File: config.mk
export PLATFORM = sky130hd
export DESIGN_NAME = exti_src_sel
export DESIGN_NICKNAME = d
export VERILOG_FILES = /design/src/rtl/exti_src_sel_pkg.sv /design/src/rtl/exti_sel_regs.sv /design/src/rtl/exti_line_mux.sv /design/src/rtl/exti_src_sel.sv
export SDC_FILE = /design/constraint.sdc
export NUM_CORES = 1
export LEC_CHECK = 0
export ABC_AREA = 1
export ABC_CLOCK_PERIOD_IN_PS = 3900
export BUFFER_PORTS_ARGS = -buffer_cell sky130_fd_sc_hd__buf_2
export CORE_ASPECT_RATIO = 2
export CORE_MARGIN = 2
export CORE_UTILIZATION = 40
export DETAILED_ROUTE_END_ITERATION = 7
export GPL_ROUTABILITY_DRIVEN = 0
export PLACE_DENSITY = 0.74
export SKIP_LAST_GASP = 1
export SYNTH_ARGS = -nofsm -noshare
export SYNTH_HDL_FRONTEND = slang
export SYNTH_SLANG_ARGS = --single-unit
export TNS_END_PERCENT = 10
File: constraint.sdc
create_clock -name clk_i -period 3.9 [get_ports clk_i]
set_clock_uncertainty 0.15 [all_clocks]
set_input_delay 1.17 -clock clk_i [delete_from_list [all_inputs] [get_ports clk_i]]
set_output_delay 1.17 -clock clk_i [all_outputs]
set_load 0.01 [all_outputs]
File: src/rtl/exti_src_sel_pkg.sv
package exti_src_sel_pkg;
  localparam int unsigned NUM_LINES_D     = 16;
  localparam int unsigned NUM_PORTS_D     = 8;
  localparam int unsigned SEL_W_D         = 4;
  localparam int unsigned LINES_PER_REG_D = 4;
  localparam int unsigned ADDR_W_D        = 8;
  localparam int unsigned DATA_W_D        = 32;
  localparam int unsigned BASE_OFF_D      = 8;
endpackage

File: src/rtl/exti_sel_regs.sv
module exti_sel_regs #(
  parameter int unsigned NUM_LINES     = 16,
  parameter int unsigned SEL_W         = 4,
  parameter int unsigned LINES_PER_REG = 4,
  parameter int unsigned ADDR_W        = 8,
  parameter int unsigned DATA_W        = 32,
  parameter int unsigned BASE_OFF      = 8,
  localparam int unsigned NUM_REGS     = NUM_LINES / LINES_PER_REG,
  localparam int unsigned FIELD_BITS   = LINES_PER_REG * SEL_W,
  localparam int unsigned IDX_W        = (NUM_REGS > 1) ? $clog2(NUM_REGS) : 1
) (
  input  logic                       clk_i,
  input  logic                       rst_ni,
  input  logic                       we_i,
  input  logic [ADDR_W-1:0]          addr_i,
  input  logic [DATA_W-1:0]          wdata_i,
  output logic [DATA_W-1:0]          rdata_o,
  output logic [NUM_LINES*SEL_W-1:0] sel_o
);
  logic [FIELD_BITS-1:0] regs_q [NUM_REGS];
  logic [ADDR_W-1:0]     off;
  logic                  hit;
  logic [IDX_W-1:0]      idx;
  logic [NUM_REGS-1:0]   wr_en;

  always_comb begin
    off = addr_i - ADDR_W'(BASE_OFF);
    hit = (addr_i >= ADDR_W'(BASE_OFF)) && (addr_i[1:0] == 2'b00) &&
          ((off >> 2) < ADDR_W'(NUM_REGS));
    idx = IDX_W'(off >> 2);
  end

  for (genvar k = 0; k < NUM_REGS; k++) begin : g_reg
    assign wr_en[k] = we_i && hit && (idx == IDX_W'(k));

    always_ff @(posedge clk_i or negedge rst_ni) begin
      if (!rst_ni)       regs_q[k] <= '0;
      else if (wr_en[k]) regs_q[k] <= wdata_i[FIELD_BITS-1:0];
    end

    assign sel_o[k*FIELD_BITS +: FIELD_BITS] = regs_q[k];

    p_write_r2 : assert property (@(posedge clk_i) disable iff (!rst_ni)
      wr_en[k] |=> regs_q[k] == $past(wdata_i[FIELD_BITS-1:0]));
    p_hold_r10 : assert property (@(posedge clk_i) disable iff (!rst_ni)
      !wr_en[k] |=> $stable(regs_q[k]));
  end

  always_comb begin
    rdata_o = '0;
    if (hit) rdata_o = {{(DATA_W-FIELD_BITS){1'b0}}, regs_q[idx]};
  end

  p_onehot_wr_r10 : assert property (@(posedge clk_i) disable iff (!rst_ni)
    $onehot0(wr_en));
  p_hi_zero_r3 : assert property (@(posedge clk_i) disable iff (!rst_ni)
    rdata_o[DATA_W-1:FIELD_BITS] == '0);
endmodule

File: src/rtl/exti_line_mux.sv
module exti_line_mux #(
  parameter int unsigned NUM_PORTS = 8,
  parameter int unsigned SEL_W     = 4
) (
  input  logic [NUM_PORTS-1:0] col_i,
  input  logic [SEL_W-1:0]     sel_i,
  output logic                 line_o
);
  // codes with no fitted port match nothing and leave the line low
  always_comb begin
    line_o = 1'b0;
    for (int p = 0; p < NUM_PORTS; p++)
      if (sel_i == SEL_W'(p)) line_o = col_i[p];
  end
endmodule

File: src/rtl/exti_src_sel.sv
module exti_src_sel
  import exti_src_sel_pkg::*;
#(
  parameter int unsigned NUM_LINES     = NUM_LINES_D,
  parameter int unsigned NUM_PORTS     = NUM_PORTS_D,
  parameter int unsigned SEL_W         = SEL_W_D,
  parameter int unsigned LINES_PER_REG = LINES_PER_REG_D,
  parameter int unsigned ADDR_W        = ADDR_W_D,
  parameter int unsigned DATA_W        = DATA_W_D,
  parameter int unsigned BASE_OFF      = BASE_OFF_D,
  localparam int unsigned PIN_W        = NUM_PORTS * NUM_LINES
) (
  input  logic                 clk_i,
  input  logic                 rst_ni,
  input  logic                 we_i,
  input  logic [ADDR_W-1:0]    addr_i,
  input  logic [DATA_W-1:0]    wdata_i,
  output logic [DATA_W-1:0]    rdata_o,
  input  logic [PIN_W-1:0]     pins_i,
  output logic [NUM_LINES-1:0] lines_o
);
  logic [NUM_LINES*SEL_W-1:0] sel;

  exti_sel_regs #(
    .NUM_LINES(NUM_LINES), .SEL_W(SEL_W), .LINES_PER_REG(LINES_PER_REG),
    .ADDR_W(ADDR_W), .DATA_W(DATA_W), .BASE_OFF(BASE_OFF)
  ) u_regs (
    .clk_i(clk_i), .rst_ni(rst_ni), .we_i(we_i), .addr_i(addr_i),
    .wdata_i(wdata_i), .rdata_o(rdata_o), .sel_o(sel)
  );

  for (genvar n = 0; n < NUM_LINES; n++) begin : g_line
    logic [NUM_PORTS-1:0] col;
    logic [SEL_W-1:0]     code;

    for (genvar p = 0; p < NUM_PORTS; p++) begin : g_col
      assign col[p] = pins_i[p*NUM_LINES + n];
    end
    assign code = sel[n*SEL_W +: SEL_W];

    exti_line_mux #(.NUM_PORTS(NUM_PORTS), .SEL_W(SEL_W)) u_mux (
      .col_i(col), .sel_i(code), .line_o(lines_o[n])
    );

    p_route_r5 : assert property (@(posedge clk_i) disable iff (!rst_ni)
      (int'(code) < NUM_PORTS) |-> lines_o[n] == pins_i[int'(code)*NUM_LINES + n]);
    p_unfitted_low_r8 : assert property (@(posedge clk_i) disable iff (!rst_ni)
      (int'(code) >= NUM_PORTS) |-> !lines_o[n]);
  end
endmodule

==> impl_summary.md <==
Outcome
The flow ran to the end, and the final reports show no timing, DRC or antenna violations.

Synth
By instance count, the leading cell after synthesis is sky130_fd_sc_hd__nand2_1. The count of unique library cells instantiated by Yosys is 26. The share of the yosys chip area belonging to registers is 0.3392. The area share of the leading cell type in the synthesized netlist is 0.3392. In the post-synthesis netlist, the biggest area contributors are sky130_fd_sc_hd__dfrtp_1, sky130_fd_sc_hd__nand2_1, sky130_fd_sc_hd__nand4_1, sky130_fd_sc_hd__nor2_1, sky130_fd_sc_hd__o21ai_0.

After synthesis, the share of flip-flops with an asynchronous set or reset is 1.000. Yosys mapped a number of flops with a built-in enable equal to 0. The most common flop cell mapped by yosys is sky130_fd_sc_hd__dfrtp_1.

The cell area after synthesis is 0.004722 mm². A synthesized cell averages 6.824 µm². The count of mapped cells out of synthesis is 692.

The register bit count reported by yosys is 64. Yosys printed 0 warnings. The cell taking the most area after synthesis is sky130_fd_sc_hd__dfrtp_1. The commonest cells after synthesis are sky130_fd_sc_hd__nand2_1, sky130_fd_sc_hd__nor2_1, sky130_fd_sc_hd__dfrtp_1, sky130_fd_sc_hd__nand4_1, sky130_fd_sc_hd__o21ai_0.

Power
Cell internal power was estimated by the tool at 0.001392 W. The power density relative to cell area is 328.0 mW/mm². In this run the static leakage power is 3.051 nW. The worst vdd rail ir drop is 0.2561 mV. The share of total power dissipated in the clock network is 0.411. Of the total power, the share spent switching nets is 0.2827.

The sequential cell fraction of total power is 0.396. The combinational cell fraction of total power is 0.193. The switching power summed over all nets is 0.0005486 W.

STA
The period utilization is 0.9736. The shortest period the worst path allows is 3797 ps. Measured against its own limit, the worst slew margin works out to 0.4818.

After layout, the worst setup slack is 103.0 ps. At the pin with the least slew margin, the transition time is 777.2 ps. The number of pins with negative max-slew slack in the final report is 0.

The worst-case hold slack is 349.0 ps. The final hold violation count was 0. Setup repair after global routing could not meet its margin everywhere. The maximum clock frequency is 263.4 MHz. The final setup violation count is 0.

Die
From bottom edge to top edge, the die measures 157.7 µm. The placement row count is 56. The top-level port count is 219. The total area inside the core boundary comes to 0.01163 mm². The floorplan step defined a die boundary enclosing 0.01274 mm². The initial core utilization is 0.4060. The overall die width is 80.83 µm.

Critical path
Data arrives at the worst endpoint at 2480 ps. The worst register-to-register path has a depth of 2. In this run the critical register-to-register path is launched from u_regs.sel_o[50]$_DFFE_PN0P_. The endpoint of the worst-slack reg-to-reg timing path is u_regs.sel_o[50]$_DFFE_PN0P_. In this run the worst path has a maximum fanout of 16. Setup slack on the worst reg-to-reg path comes out at 3030 ps.

The critical path startpoint category is a primary input. The worst setup path is of the primary input to output pin kind. The worst setup path is captured at an output pin. Data on the critical path is required at its endpoint by 2580 ps.

Placed design
Before CTS, the worst setup slack after placement is 61.73 ps. The HPWL after detailed placement is 11500 µm. In this run the tool buffered the top-level ports with 186 buffer cells.

Global routing
The number of antenna violations at the first check in global routing is 1. Summed over all layers, the global routing overflow is 0. The number of global-route vias before repair is 4787. The global-route wire length before repair is 23010 µm. For this run, the total global-route usage over all layers was measured as 0.2369. The maximum number of pins on one net before global-route repair is 65.

Drt
For this run, the detailed router's first-pass iteration total came to 6. In the routed layout, each cell is associated on average with a via count of 5.247. The routed length per instance is 15.11 µm. The first routing iteration left 299 violations. The routed wire length is 15170 µm.

The remaining design rule violation count is 0. The total vias in the final route is 5268. The remaining antenna violation count after routing is 0.

Cells and area
The register with the most flip-flops in the layout has 64 of them. The antenna diode instance count is 0. The area growth from synthesis to layout is 25.30%. The number of nets at the end of the flow is 1026. The ratio of cells with drive above 1 in the final layout is 0.2654.

CTS
The number of buffers on the longest clock path is 2. The number of levels the H-tree was split into is 3. The tree is rooted in a sky130_fd_sc_hd__clkbuf_16. The clock drives 64 sinks. Clock-pin slew was measured on the worst setup and hold paths at 50 ps. In this run, CTS created clock tree buffers numbering 9. The clock reaches the later pin of the worst-skew pair after 320 ps.

The TritonCTS clock tree is built.

Run
Across the run, the number of max-cap violations was 0.

Worst hold path
Along the worst hold path, the cell count comes to 2. The worst hold path begins at u_regs.sel_o[11]$_DFFE_PN0P_. In this run the worst hold path is classified as flip-flop to flip-flop.

The end point of the most critical hold path is u_regs.sel_o[11]$_DFFE_PN0P_.
## layout make-up
type                    count  area [µm²]
fillers                  1217        5714
multi-input cells         537        2572
flip-flops and latches     64        1602
repair buffers            198        1096
clock buffers              13       260.3
well taps                 145       181.4
inverters                  44       165.2
clock inverters             3       40.04
## metal layers
metal / part of all wire / track usage / vias to the layer above
met3: 0.054 / 0.03934 / 31
met1: 0.32 / 0.2265 / 2432
met4: 0.031 / 0.09847 / 2
met5: 0.0011 / 0 / -
li1: - / - / 2619
met2: 0.59 / 0.4734 / 184
## worst max path at each step
stage | from | endpoint | slack [ps]
after floorplan | addr_i[3] | rdata_o[10] | 120
after global placement | addr_i[4] | rdata_o[15] | 70
after detailed placement | addr_i[4] | rdata_o[15] | 60
after CTS | addr_i[4] | rdata_o[12] | 60
after global routing | addr_i[4] | rdata_o[15] | -30
final | addr_i[4] | rdata_o[6] | 100
## cell families after synthesis
kind of cell / Yosys count / share of synthesized area
DFF: 64 / 0.3392
other: 1 / 0.0007942
and+or+nand+nor: 422 / 0.4091
buffers and inverters: 106 / 0.1309
adders and majority gates: 1 / 0.002649
AOI/OAI and AO/OA: 98 / 0.1174
## power groups by stage
stage	clock network, W	registers (W)	logic, W
final	0.000798	0.000768	0.000374
after global routing	0.000843	0.000776	0.000422
after CTS	0.000813	0.000768	0.000377
after detailed placement	0	0.000779	0.000376
after global placement	0	0.000779	0.000370
after floorplan	0	0.000756	0.000246
## critical path: stages
cell	delay [ps]
sky130_fd_sc_hd__buf_2	100
sky130_fd_sc_hd__inv_1	50
sky130_fd_sc_hd__ha_1	270
sky130_fd_sc_hd__nand2_1	60
sky130_fd_sc_hd__nor2_2	130
sky130_fd_sc_hd__nand2_2	100
sky130_fd_sc_hd__nor2_8	130
sky130_fd_sc_hd__nand2_8	110
sky130_fd_sc_hd__a31oi_1	170
sky130_fd_sc_hd__buf_2	180
## placed cells by master, fill, tap and decap left out
master and count:
sky130_fd_sc_hd__a22oi_1 16, sky130_fd_sc_hd__nand3_1 32, sky130_fd_sc_hd__o21ai_0 48, sky130_fd_sc_hd__a21oi_1 17
sky130_fd_sc_hd__nand2_1 231, sky130_fd_sc_hd__nand2_4 1, sky130_fd_sc_hd__clkinv_2 2, sky130_fd_sc_hd__buf_2 186
sky130_fd_sc_hd__clkbuf_8 2, sky130_fd_sc_hd__buf_4 6, sky130_fd_sc_hd__nand3_2 1, sky130_fd_sc_hd__inv_2 1
sky130_fd_sc_hd__nand4_1 64, sky130_fd_sc_hd__conb_1 16, sky130_fd_sc_hd__inv_1 43, sky130_fd_sc_hd__nand2_2 1
sky130_fd_sc_hd__nor2_1 65, sky130_fd_sc_hd__nor2_2 3, sky130_fd_sc_hd__nor3_1 16, sky130_fd_sc_hd__clkbuf_16 9
sky130_fd_sc_hd__clkbuf_1 2, sky130_fd_sc_hd__buf_12 6, sky130_fd_sc_hd__nand2_8 1, sky130_fd_sc_hd__o21ai_2 1
sky130_fd_sc_hd__nand4_4 4, sky130_fd_sc_hd__nor2_8 1, sky130_fd_sc_hd__nor2_4 2, sky130_fd_sc_hd__bufinv_16 1
sky130_fd_sc_hd__ha_1 1, sky130_fd_sc_hd__dfrtp_1 64, sky130_fd_sc_hd__a31oi_1 16
## repair_timing
action,4_1_cts,5_1_grt
setup buffers,0,0
endpoints found under the setup margin,0,16
hold buffers,0,0
gates resized for setup,0,2
## metrics by stage
stage                     setup TNS [ps]  cells  area, µm²  total power, W  utilization
after floorplan                        0    707       4778        0.001002            -
final                                  0   1004       5917        0.001941       0.5087
after CTS                              0   1004       5906        0.001958       0.5077
after global placement                 0    988       5605        0.001149       0.4819
after detailed placement               0    988       5605        0.001155       0.4819
after global routing              -32.42   1004       5917        0.002041       0.5087
(Power assumes the default switching activity.)
